### src/rtl/sp_pkg.sv
package sp_pkg;

  // Decoded stack operation for one cycle
  typedef enum logic [2:0] {
    SOP_IDLE   = 3'd0,
    SOP_PUSH_B = 3'd1,
    SOP_PUSH_R = 3'd2,
    SOP_POP_B  = 3'd3,
    SOP_POP_R  = 3'd4
  } sop_e;

  // Signed pointer movement caused by an operation
  function automatic int op_step(input sop_e op);
    case (op)
      SOP_PUSH_B: return -1;
      SOP_PUSH_R: return -2;
      SOP_POP_B:  return 1;
      SOP_POP_R:  return 2;
      default:    return 0;
    endcase
  endfunction

  // Offset from the current pointer of the single byte / low-order byte
  function automatic int first_offset(input sop_e op);
    case (op)
      SOP_POP_B: return 1;
      SOP_POP_R: return 2;
      default:   return 0;
    endcase
  endfunction

  // Offset from the current pointer of the high-order byte of a pair
  function automatic int second_offset(input sop_e op);
    case (op)
      SOP_PUSH_R: return -1;
      SOP_POP_R:  return 1;
      default:    return first_offset(op);
    endcase
  endfunction

  function automatic logic is_push(input sop_e op);
    return (op == SOP_PUSH_B) || (op == SOP_PUSH_R);
  endfunction

  function automatic logic is_pop(input sop_e op);
    return (op == SOP_POP_B) || (op == SOP_POP_R);
  endfunction

  function automatic logic is_pair(input sop_e op);
    return (op == SOP_PUSH_R) || (op == SOP_POP_R);
  endfunction

endpackage

### src/rtl/sp_op_decode.sv
module sp_op_decode
  import sp_pkg::*;
(
  input  logic push_byte,
  input  logic pop_byte,
  input  logic push_ret,
  input  logic pop_ret,
  input  logic sw_busy,
  output sop_e op,
  output logic accept,
  output logic conflict
);
  localparam int NSTROBE = 4;

  logic [NSTROBE-1:0] strobes;
  logic               single;

  assign strobes  = {push_byte, pop_byte, push_ret, pop_ret};
  assign single   = ($countones(strobes) == 1);
  assign conflict = ($countones(strobes) > 1);
  // A software write blocks any stack movement in its cycle
  assign accept   = single && !sw_busy;

  always_comb begin
    op = SOP_IDLE;
    if (accept) begin
      if (push_byte)     op = SOP_PUSH_B;
      else if (push_ret) op = SOP_PUSH_R;
      else if (pop_byte) op = SOP_POP_B;
      else               op = SOP_POP_R;
    end
  end
endmodule

### src/rtl/sp_ptr_reg.sv
module sp_ptr_reg
  import sp_pkg::*;
#(
  parameter int          AW        = 16,
  parameter logic [AW-1:0] RESET_VAL = '0,
  localparam int         HW        = AW / 2
) (
  input  logic          clk,
  input  logic          rst_n,
  input  logic          wr_lo,
  input  logic          wr_hi,
  input  logic [HW-1:0] wdata,
  input  logic          accept,
  input  sop_e          op,
  output logic [AW-1:0] sp_q
);
  logic [AW-1:0] sp_d;

  always_comb begin
    sp_d = sp_q;
    if (wr_lo || wr_hi) begin
      if (wr_lo) sp_d[HW-1:0]  = wdata;
      if (wr_hi) sp_d[AW-1:HW] = wdata;
    end else if (accept) begin
      sp_d = sp_q + AW'(op_step(op));
    end
  end

  always_ff @(posedge clk or negedge rst_n) begin
    if (!rst_n) sp_q <= RESET_VAL;
    else        sp_q <= sp_d;
  end
endmodule

### src/rtl/sp_access_gen.sv
module sp_access_gen
  import sp_pkg::*;
#(
  parameter int AW = 16
) (
  input  logic [AW-1:0] sp,
  input  sop_e          op,
  input  logic          accept,
  output logic [AW-1:0] addr,
  output logic [AW-1:0] addr2,
  output logic          wr,
  output logic          rd,
  output logic          pair
);
  assign addr  = sp + AW'(first_offset(op));
  assign addr2 = sp + AW'(second_offset(op));
  assign wr    = accept && is_push(op);
  assign rd    = accept && is_pop(op);
  assign pair  = accept && is_pair(op);
endmodule

### src/rtl/stack_ptr_unit.sv
module stack_ptr_unit
  import sp_pkg::*;
#(
  parameter int            AW        = 16,
  parameter logic [AW-1:0] FLOOR     = 16'h0060,
  parameter logic [AW-1:0] RESET_VAL = '0,
  localparam int           HW        = AW / 2
) (
  input  logic          clk,
  input  logic          rst_n,
  input  logic          push_byte_i,
  input  logic          pop_byte_i,
  input  logic          push_ret_i,
  input  logic          pop_ret_i,
  input  logic          sw_wr_lo_i,
  input  logic          sw_wr_hi_i,
  input  logic [HW-1:0] sw_wdata_i,
  output logic [HW-1:0] sp_lo_o,
  output logic [HW-1:0] sp_hi_o,
  output logic [AW-1:0] mem_addr_o,
  output logic [AW-1:0] mem_addr2_o,
  output logic          mem_wr_o,
  output logic          mem_rd_o,
  output logic          mem_pair_o,
  output logic          below_floor_o,
  output logic          conflict_o
);
  // Named internal events, visible to the bound checker
  sop_e          op_now;
  logic          op_accept;
  logic          conflict_now;
  logic          sw_busy;
  logic [AW-1:0] sp_q;
  logic          conflict_q;

  assign sw_busy = sw_wr_lo_i || sw_wr_hi_i;

  sp_op_decode u_dec (
    .push_byte (push_byte_i),
    .pop_byte  (pop_byte_i),
    .push_ret  (push_ret_i),
    .pop_ret   (pop_ret_i),
    .sw_busy   (sw_busy),
    .op        (op_now),
    .accept    (op_accept),
    .conflict  (conflict_now)
  );

  sp_ptr_reg #(.AW(AW), .RESET_VAL(RESET_VAL)) u_reg (
    .clk    (clk),
    .rst_n  (rst_n),
    .wr_lo  (sw_wr_lo_i),
    .wr_hi  (sw_wr_hi_i),
    .wdata  (sw_wdata_i),
    .accept (op_accept),
    .op     (op_now),
    .sp_q   (sp_q)
  );

  sp_access_gen #(.AW(AW)) u_acc (
    .sp     (sp_q),
    .op     (op_now),
    .accept (op_accept),
    .addr   (mem_addr_o),
    .addr2  (mem_addr2_o),
    .wr     (mem_wr_o),
    .rd     (mem_rd_o),
    .pair   (mem_pair_o)
  );

  always_ff @(posedge clk or negedge rst_n) begin
    if (!rst_n) conflict_q <= 1'b0;
    else        conflict_q <= conflict_now;
  end

  assign conflict_o    = conflict_q;
  assign below_floor_o = (sp_q <= FLOOR);
  assign sp_lo_o       = sp_q[HW-1:0];
  assign sp_hi_o       = sp_q[AW-1:HW];
endmodule

### config.mk
export PLATFORM = sky130hd
export DESIGN_NAME = stack_ptr_unit
export DESIGN_NICKNAME = d
export VERILOG_FILES = /design/src/rtl/sp_pkg.sv /design/src/rtl/sp_op_decode.sv /design/src/rtl/sp_ptr_reg.sv /design/src/rtl/sp_access_gen.sv /design/src/rtl/stack_ptr_unit.sv
export SDC_FILE = /design/constraint.sdc
export NUM_CORES = 1
export LEC_CHECK = 0
export CAP_MARGIN = 20
export CORE_MARGIN = 2
export CORE_UTILIZATION = 35
export CTS_CLUSTER_SIZE = 24
export DETAILED_ROUTE_END_ITERATION = 10
export PLACE_DENSITY = 0.65
export SYNTH_ARGS = -nofsm -noshare
export SYNTH_HDL_FRONTEND = slang
export SYNTH_SLANG_ARGS = --single-unit
export TNS_END_PERCENT = 20
### constraint.sdc
create_clock -name clk -period 18.5 [get_ports clk]
set_clock_uncertainty 0.2 [all_clocks]
set_input_delay 3.7 -clock clk [delete_from_list [all_inputs] [get_ports clk]]
set_output_delay 3.7 -clock clk [all_outputs]
set_load 0.005 [all_outputs]
==> flow_summary.json, run 1 <==
{
  "final_util_pct": 48.4,
  "r2r_cells": 8,
  "tns_ns": 0,
  "fin_crit_sh_pct": 69.1,
  "worstMarginPinSlew_ns": 0.818,
  "die-width_um": 88.9,
  "synth_top_cells_by_area": "ha_1 (17%), dfrtp_1 (17%), xnor2_1 (9.0%)",
  "area_growth_syn_to_layout_pct": 31.6,
  "cts_hold_buf": 0,
  "grt_usage_pct": 18.2,
  "critPathMaxStageDelay_ns": 0.59,
  "drt_wl_total_um": 7060,
  "min_path_type": "reg2reg",
  "ios": 69,
  "grt_antenna_before_repair": 0,
  "vias_per_cell": 5.29,
  "regArea_um2": 425,
  "cts_resized": 0,
  "clock.fmax_mhz": 78.2,
  "worstPathRequired_ns": 14.60,
  "rows": 30,
  "wl_met2_um": 3330,
  "multi_input_area_mm2": 0.00198,
  "rsz0062_at_grt": "false",
  "reg2reg_slack_ns": 15.49,
  "worstSetupPathType": "in2out",
  "h-tree-depth": 1,
  "crit_arrival_ns": 8.89,
  "synth_warnings": 0,
  "dp_hpwl_um": 5690,
  "drc": 0,
  "ys_ff_latch": 17,
  "clockRootBuffer": "clkbuf_8",
  "cts_tree": "done",
  "wl_met1_um": 3300,
  "final_cell_mix": "clkdlybuf4s50_1 (68), ha_1 (35), nor2_1 (28), nand2_1 (28)",
  "hold_start": "u_reg.sp_q[0]",
  "cp_top_family": "buffers and inverters",
  "final_common_cell": "clkdlybuf4s50_1",
  "crit_path_cell_trace": "clkdlybuf4s50_1 > ha_1 > inv_1 > fa_1 > ha_1 > or4_4 > nor2_1 > nand2_1 > inv_1 > ha_1 > a21o_1 > a21oi_1 > a21oi_1 > a211oi_1 > o21ai_0 > a21oi_1 > xnor2_1 > clkdlybuf4s50_1",
  "power-per-cell-area_mw_per_mm2": 56.2,
  "core_region_area_mm2": 0.00687,
  "holdWs_ns": 0.437,
  "leakage_uw": 0.00152,
  "dieArea_mm2": 0.00791,
  "synthFlopType": "dfrtp_1",
  "drt-initial-drc-count": 118,
  "synth_top_area_share_pct": 17.3,
  "gp_congestion": 0.841,
  "setup_violations": 0,
  "crit_fanout": 14,
  "ir_worst_vdd_uv": 38.1,
  "postCtsSetupRepairBufs": 0,
  "grt_max_degree": 18,
  "worst_setup_path_start_kind": "primary input",
  "drtAntennaViolNets": 0,
  "final.setup.worst_slack_ns": 5.71,
  "clock-sinks": 17,
  "synth_nets": 370,
  "fin_nets": 436,
  "place_ws_ns": 5.73,
  "whs_endpoint": "u_reg.sp_q[0]",
  "synth_edf_count": 0,
  "finalPower_uw": 187,
  "async_reset_ff_share_pct": 100,
  "r2r_end": "u_reg.sp_q[15]",
  "insertion_delay_ns": 0.25,
  "n_fill_cell": 701,
  "maxCapViolCount": 0,
  "synth.cell_area_mm2": 0.00252,
  "grt_pass1_wl_um": 11500,
  "synthCells": 315,
  "avgSynthCellArea_um2": 8.02,
  "cts_inserted_buffers": 3,
  "met3WireLength_um": 351,
  "cts_buffer_depth": 2,
  "status": "completed",
  "num_antenna_cells": 0,
  "reg2reg_from": "u_reg.sp_q[4]",
  "worstHoldPathCells": 2,
  "initial_core_util_pct": 36.8,
  "highest_layer": "met4",
  "worst_path_max_delay_cell": "or4_4",
  "layout-drive-gt1-share_pct": 3.68,
  "grt_pass1_vias": 2451,
  "critPathBufInv": 4,
  "routedWlPerCell_um": 14.8,
  "first_pass_iters": 4,
  "relSlewSlack_pct": 45.3,
  "final_hold_viol_count": 0,
  "ys_seq_area_share_pct": 16.8,
  "grt_overflow": 0,
  "clk_pin_slew_worst_paths_ns": 0.07,
  "drv_slew": 0,
  "die_h_um": 88.9,
  "via_count": 2519,
  "yosys.area.top_type": "ha_1",
  "synth_cell_types": 44,
  "endpoint_kind": "output port",
  "min_period_ns": 12.79,
  "port_buffers": 68
}
synth_stat cells (all sizes together) (4+ instances only):
library cell,count
ha,35
nor2,29
nand2,28
a21oi,26
xnor2,26
o21ai,24
inv,18
dfrtp,17
xor2,12
a21o,10
nand3,7
nor2b,7
and3,6
nor3,6
a211oi,5
a22oi,5
clkbuf,4
fa,4
nand2b,4
power by group:
part	internal [uW]	switching (uW)
Clock	15.0	13.8
Sequential	42.3	14.7
Combinational	57.4	43.6
Total	115	72.0
worst max path at each step:
stage                           start               to  slack (ns)  cells after the start
final                     push_byte_i  mem_addr2_o[15]        5.71                     18
after detailed placement  push_byte_i  mem_addr2_o[15]        5.73                     18
after global placement    push_byte_i  mem_addr2_o[15]        5.83                     18
after global routing      push_byte_i  mem_addr2_o[15]        5.40                     18
after floorplan           push_byte_i  mem_addr2_o[15]        7.17                     17
after CTS                 push_byte_i  mem_addr2_o[15]        5.72                     18
final cells by class:
cell class | instances | area share (%)
Clock buffer | 3 | 1.24
Timing Repair Buffer | 68 | 20.5
Inverter | 18 | 2.03
Multi-Input combinational cell | 273 | 59.7
Sequential cell | 17 | 12.8
Tap cell | 96 | 3.61
Clock inverter | 1 | 0.151
cell families (layout without fill, tap and decap cells):
| group | Yosys count | count (layout) | synth area share, % |
|---|---|---|---|
| DFF | 17 | 17 | 16.8 |
| muxes | 6 | 6 | 2.53 |
| AOI/OAI and AO/OA | 92 | 92 | 22.9 |
| adders and majority gates | 39 | 39 | 20.5 |
| xor gates and xnor gates | 38 | 38 | 13.5 |
| and+or+nand+nor | 98 | 98 | 19.1 |
| buffers and inverters | 25 | 90 | 4.61 |
worst register-to-register path, cell delays in order, from the launching register on:
cell and delay [ns]:
dfrtp_1 0.53, ha_1 0.42, a21oi_1 0.29, o211ai_1 0.24
a41oi_1 0.44, a31oi_1 0.20, xor2_2 0.19, mux2i_1 0.14
a221o_1 0.26
per-stage QoR:
stage,instances,instance area [um2]
after CTS,476,3320
after global placement,472,3280
after detailed placement,472,3280
after global routing,476,3320
final,476,3320
after floorplan,315,2520
sequential cells by signal, summed over array words and instances, names as in the netlist:
register	flops
u_reg.sp_q	16
conflict_o	1
per-layer routing:
layer | up-vias | track usage (%)
li1 | 1265 | -
met1 | 1167 | 24.9
met2 | 77 | 31.2
met4 | 0 | 4.07
met3 | 10 | 1.57
met5 | - | 0
(Power assumes the default switching activity.)
==> run 2: changes to the inputs <==
- PLACE_DENSITY: 0.65 -> 0.68
- clock period: 18.5 -> 10.52 ns (I/O delays scaled with it)
==> flow_summary.json, run 2 (synthesis gave the netlist of run 1 again) <==
{
  "multi_input_area_mm2": 0.00198,
  "final_cell_mix": "clkdlybuf4s50_1 (68), ha_1 (35), nor2_1 (28), nand2_1 (28)",
  "critPathBufInv": 4,
  "die-width_um": 88.9,
  "initial_core_util_pct": 36.8,
  "drc": 0,
  "postCtsSetupRepairBufs": 0,
  "final_hold_viol_count": 0,
  "via_count": 2540,
  "layout-drive-gt1-share_pct": 3.68,
  "ios": 69,
  "min_path_type": "reg2reg",
  "place_ws_ns": 0.955,
  "largest_reg_flops": 16,
  "clock.fmax_mhz": 105,
  "drtAntennaViolNets": 0,
  "whs_endpoint": "u_reg.sp_q[0]",
  "core_region_area_mm2": 0.00687,
  "drt_wl_total_um": 6840,
  "dp_hpwl_um": 5730,
  "maxCapViolCount": 0,
  "worstSetupPathType": "in2out",
  "registers.top_by_ff_count": "u_reg.sp_q",
  "crit_fanout": 14,
  "r2r_end": "u_reg.sp_q[15]",
  "worst_setup_path_start_kind": "primary input",
  "relSlewSlack_pct": 46.6,
  "die_h_um": 88.9,
  "critical_path_cell_count": 18,
  "drt-initial-drc-count": 93,
  "fin_crit_sh_pct": 91.0,
  "rows": 30,
  "crit_path_cell_trace": "clkdlybuf4s50_1 > ha_1 > inv_1 > fa_1 > ha_1 > or4_4 > nor2_1 > nand2_1 > inv_1 > ha_1 > a21o_1 > a21oi_1 > a21oi_1 > a211oi_1 > o21ai_0 > a21oi_1 > xnor2_1 > clkdlybuf4s50_1",
  "hold_start": "u_reg.sp_q[0]",
  "cts_inserted_buffers": 3,
  "insertion_delay_ns": 0.25,
  "grt_usage_pct": 17.7,
  "status": "completed",
  "holdWs_ns": 0.425,
  "rsz0062_at_grt": "false",
  "worstPathRequired_ns": 8.22,
  "final_common_cell": "clkdlybuf4s50_1",
  "ir_worst_vdd_uv": 60.9,
  "clockRootBuffer": "clkbuf_8",
  "routedWlPerCell_um": 14.4,
  "worstHoldPathCells": 2,
  "crit_arrival_ns": 7.26,
  "cts_tree": "done",
  "tns_ns": 0,
  "worstMarginPinSlew_ns": 0.798,
  "grt_pass1_vias": 2428,
  "reg2reg_from": "u_reg.sp_q[4]",
  "setup_violations": 0,
  "regArea_um2": 425,
  "n_fill_cell": 695,
  "first_pass_iters": 4,
  "drv_slew": 0,
  "cts_resized": 0,
  "clock-sinks": 17,
  "leakage_uw": 0.00152,
  "critPathMaxStageDelay_ns": 0.58,
  "final_util_pct": 48.4,
  "area_growth_syn_to_layout_pct": 31.6,
  "reg2reg_slack_ns": 7.51,
  "worst_path_max_delay_cell": "or4_4",
  "final.setup.worst_slack_ns": 0.952,
  "clk_pin_slew_worst_paths_ns": 0.07,
  "grt_pass1_wl_um": 11200,
  "power-per-cell-area_mw_per_mm2": 97.6,
  "dieArea_mm2": 0.00791,
  "min_period_ns": 9.57,
  "vias_per_cell": 5.34,
  "num_antenna_cells": 0,
  "port_buffers": 68,
  "cp_top_family": "buffers and inverters",
  "cts_buffer_depth": 2,
  "grt_max_degree": 18,
  "fin_nets": 436,
  "endpoint_kind": "output port",
  "cts_hold_buf": 0,
  "grt_antenna_before_repair": 0,
  "h-tree-depth": 1,
  "gp_congestion": 0.857,
  "grt_overflow": 0,
  "r2r_cells": 8
}
==> run 2: cell counts in the layout (fill, tap and decap cells not counted) <==
No cell type changed its count.
==> run 2: routing by layer <==
metal  up-vias  routed length, um  part of all wire, %  track usage, %
li1       1265                  -                    -               -
met1      1168               3120                   46            23.8
met2        94               3180                   47            30.6
met3        13                403                  5.9            1.11
met4         0                136                  2.0            5.02
met5         -                  0                    0               0
==> run 2: report_power, final <==
| part | leakage, uW | switching, uW | total, uW | internal [uW] |
|---|---|---|---|---|
| combinational | 0.00129 | 76.2 | 177 | 101 |
| sequential | 0.000204 | 25.3 | 99.9 | 74.5 |
| clock | 0.0000255 | 21.3 | 47.5 | 26.2 |
==> run 2: cell type report <==
cell class	instances	share of cell area (%)
timing repair buffer	68	20.5
multi-input combinational	273	59.7
tap	96	3.61
clock buffer	3	1.24
clock inverter	1	0.151
sequential	17	12.8
inverter	18	2.03
==> run 2: tightest hold or removal path: cells and delay by family (launching register included) <==
kind,cells,cell delay (ns)
compound gates,1,0.07
flops,1,0.45
simple gates,1,0.07
==> run 2: worst max path at each step <==
stage,slack (ns),end,start
5_1_grt,0.59,mem_addr2_o[15],push_byte_i
4_1_cts,0.94,mem_addr2_o[15],push_byte_i
3_3_place_gp,1.05,mem_addr2_o[15],push_byte_i
2_1_floorplan,2.38,mem_addr2_o[15],push_byte_i
6_report,0.95,mem_addr2_o[15],push_byte_i
3_5_place_dp,0.96,mem_addr2_o[15],push_byte_i
==> run 2: metrics by stage <==
stage                     total power (uW)  area (um2)  std cells
after CTS                              326        3320        476
after global routing                   349        3320        476
final                                  324        3320        476
after global placement                 275        3280        472
after floorplan                        186        2520        315
after detailed placement               279        3280        472
==> run 3: changes to the inputs <==
- GPL_TIMING_DRIVEN: unset -> 0
==> flow_summary.json, run 3 (synthesis gave the netlist of run 1 again) <==
{
  "insertion_delay_ns": 0.25,
  "worstPathRequired_ns": 8.22,
  "setup_violations": 0,
  "finalPower_uw": 324,
  "grt.met1_usage_pct": 24.1,
  "min_path_type": "reg2reg",
  "layout-drive-gt1-share_pct": 4.15,
  "area_growth_syn_to_layout_pct": 33.1,
  "final.setup.worst_slack_ns": 0.793,
  "fin_crit_sh_pct": 92.5,
  "drtAntennaViolNets": 0,
  "status": "completed",
  "registers.top_by_ff_count": "u_reg.sp_q",
  "p_sw_uw": 121,
  "clock-sinks": 17,
  "gp_congestion": 0.854,
  "met2_usage_pct": 30.0,
  "holdWs_ns": 0.477,
  "drc": 0,
  "drv_slew": 0,
  "cts_resized": 0,
  "initial_core_util_pct": 36.8,
  "final_cell_mix": "clkdlybuf4s50_1 (67), ha_1 (35), nor2_1 (28), nand2_1 (28)",
  "pwr-share-comb_pct": 54.8,
  "routedWlPerCell_um": 14.2,
  "final_hold_viol_count": 0,
  "die_h_um": 88.9,
  "final_common_cell": "clkdlybuf4s50_1",
  "power-per-cell-area_mw_per_mm2": 96.5,
  "postCtsSetupRepairBufs": 0,
  "r2r_cells": 10,
  "via_count": 2490,
  "maxCapViolCount": 0,
  "gr-usage-met3_pct": 0.923,
  "leakage_uw": 0.00153,
  "worst_setup_path_start_kind": "primary input",
  "dp_hpwl_um": 5730,
  "core_region_area_mm2": 0.00687,
  "rsz0062_at_grt": "false",
  "cts_tree": "done",
  "reg2reg_slack_ns": 7.52,
  "worstMarginPinSlew_ns": 0.740,
  "pwr-share-seq_pct": 30.6,
  "first_pass_iters": 4,
  "crit_arrival_ns": 7.42,
  "fin_nets": 442,
  "place_ws_ns": 0.785,
  "worstSetupPathType": "in2out",
  "worstHoldPathCells": 2,
  "internal-power_uw": 203,
  "busiest_layer": "met2",
  "grt_antenna_before_repair": 0,
  "endpoint_kind": "output port",
  "grt_usage_pct": 17.5,
  "cts_buffer_depth": 2,
  "tns_ns": 0,
  "grt_max_degree": 18,
  "grt_pass1_wl_um": 11000,
  "ir_worst_vdd_uv": 44.0,
  "drt-initial-drc-count": 67,
  "min_period_ns": 9.73,
  "port_buffers": 67,
  "switching_share_pct": 37.4,
  "h-tree-depth": 1,
  "cts_inserted_buffers": 3,
  "dieArea_mm2": 0.00791,
  "drt_wl_total_um": 6830,
  "final_area_mm2": 0.00336,
  "grt_overflow": 0,
  "vias_per_cell": 5.17,
  "power_frac_clock_pct": 14.7,
  "ios": 69,
  "clockRootBuffer": "clkbuf_8",
  "rows": 30,
  "placed_area_mm2": 0.00332,
  "crit_fanout": 14,
  "relSlewSlack_pct": 50.5,
  "grt_pass1_vias": 2347,
  "num_antenna_cells": 0,
  "largest_reg_flops": 16,
  "die-width_um": 88.9,
  "cts_hold_buf": 0,
  "clock.fmax_mhz": 103,
  "clk_pin_slew_worst_paths_ns": 0.06
}
-- run 3: changes by cell type in the layout (fill, tap and decap cells not counted), sizes merged --
cell / before / now
buf: 0 / 3
clkdlybuf4s50: 68 / 67
clkbuf: 3 / 8
clkinv: 1 / 0
-- run 3: power by group through the flow --
stage               clock, uW  sequential (uW)  combinational [uW]
floorplan                   0             92.6                93.4
global placement            0             99.8                 175
detailed placement          0              100                 178
CTS                      47.4             99.2                 179
global route             50.6              102                 197
finish                   47.6             99.2                 178
-- run 3: layer usage --
| layer | vias to the layer above | routed length, um |
|---|---|---|
| met5 | - | 0 |
| met4 | 0 | 47 |
| met3 | 4 | 238 |
| met2 | 57 | 3220 |
| met1 | 1156 | 3330 |
| li1 | 1273 | - |
-- run 3: final timing paths --
check                              startpoint              end
worst max-delay path              push_byte_i  mem_addr2_o[15]
worst max register to register  u_reg.sp_q[0]   u_reg.sp_q[10]
min in group asynchronous               rst_n       conflict_o
max in group asynchronous               rst_n   u_reg.sp_q[13]
worst min register to register  u_reg.sp_q[0]    u_reg.sp_q[0]
worst min-delay path            u_reg.sp_q[0]    u_reg.sp_q[0]
-- run 3: critical path: stages --
cell and delay, ns:
clkdlybuf4s50_1 0.50, ha_1 0.32, inv_1 0.04, fa_1 0.38, ha_1 0.31, or4_4 0.49
buf_6 0.16, nor2_1 0.15, nand2_1 0.17, inv_1 0.39, ha_1 0.37, a21o_1 0.21
a21oi_1 0.15, a21oi_1 0.16, a211oi_1 0.47, o21ai_0 0.19, a21oi_1 0.20, xnor2_1 0.14
clkdlybuf4s50_1 0.52
-- run 3: stage by stage --
step	util (%)	instances
4_1_cts	48.9	482
5_1_grt	48.9	482
6_report	48.9	482
3_3_place_gp	48.3	478
3_5_place_dp	48.3	478
2_1_floorplan	-	315
-- run 3: cell type report --
type	instances	area, um2
fill	694	3510
multi-input combinational	273	1980
timing repair buffer	67	671
sequential	17	425
tap	96	120
inverter	18	67.6
buffer	7	48.8
clock buffer	4	45.0
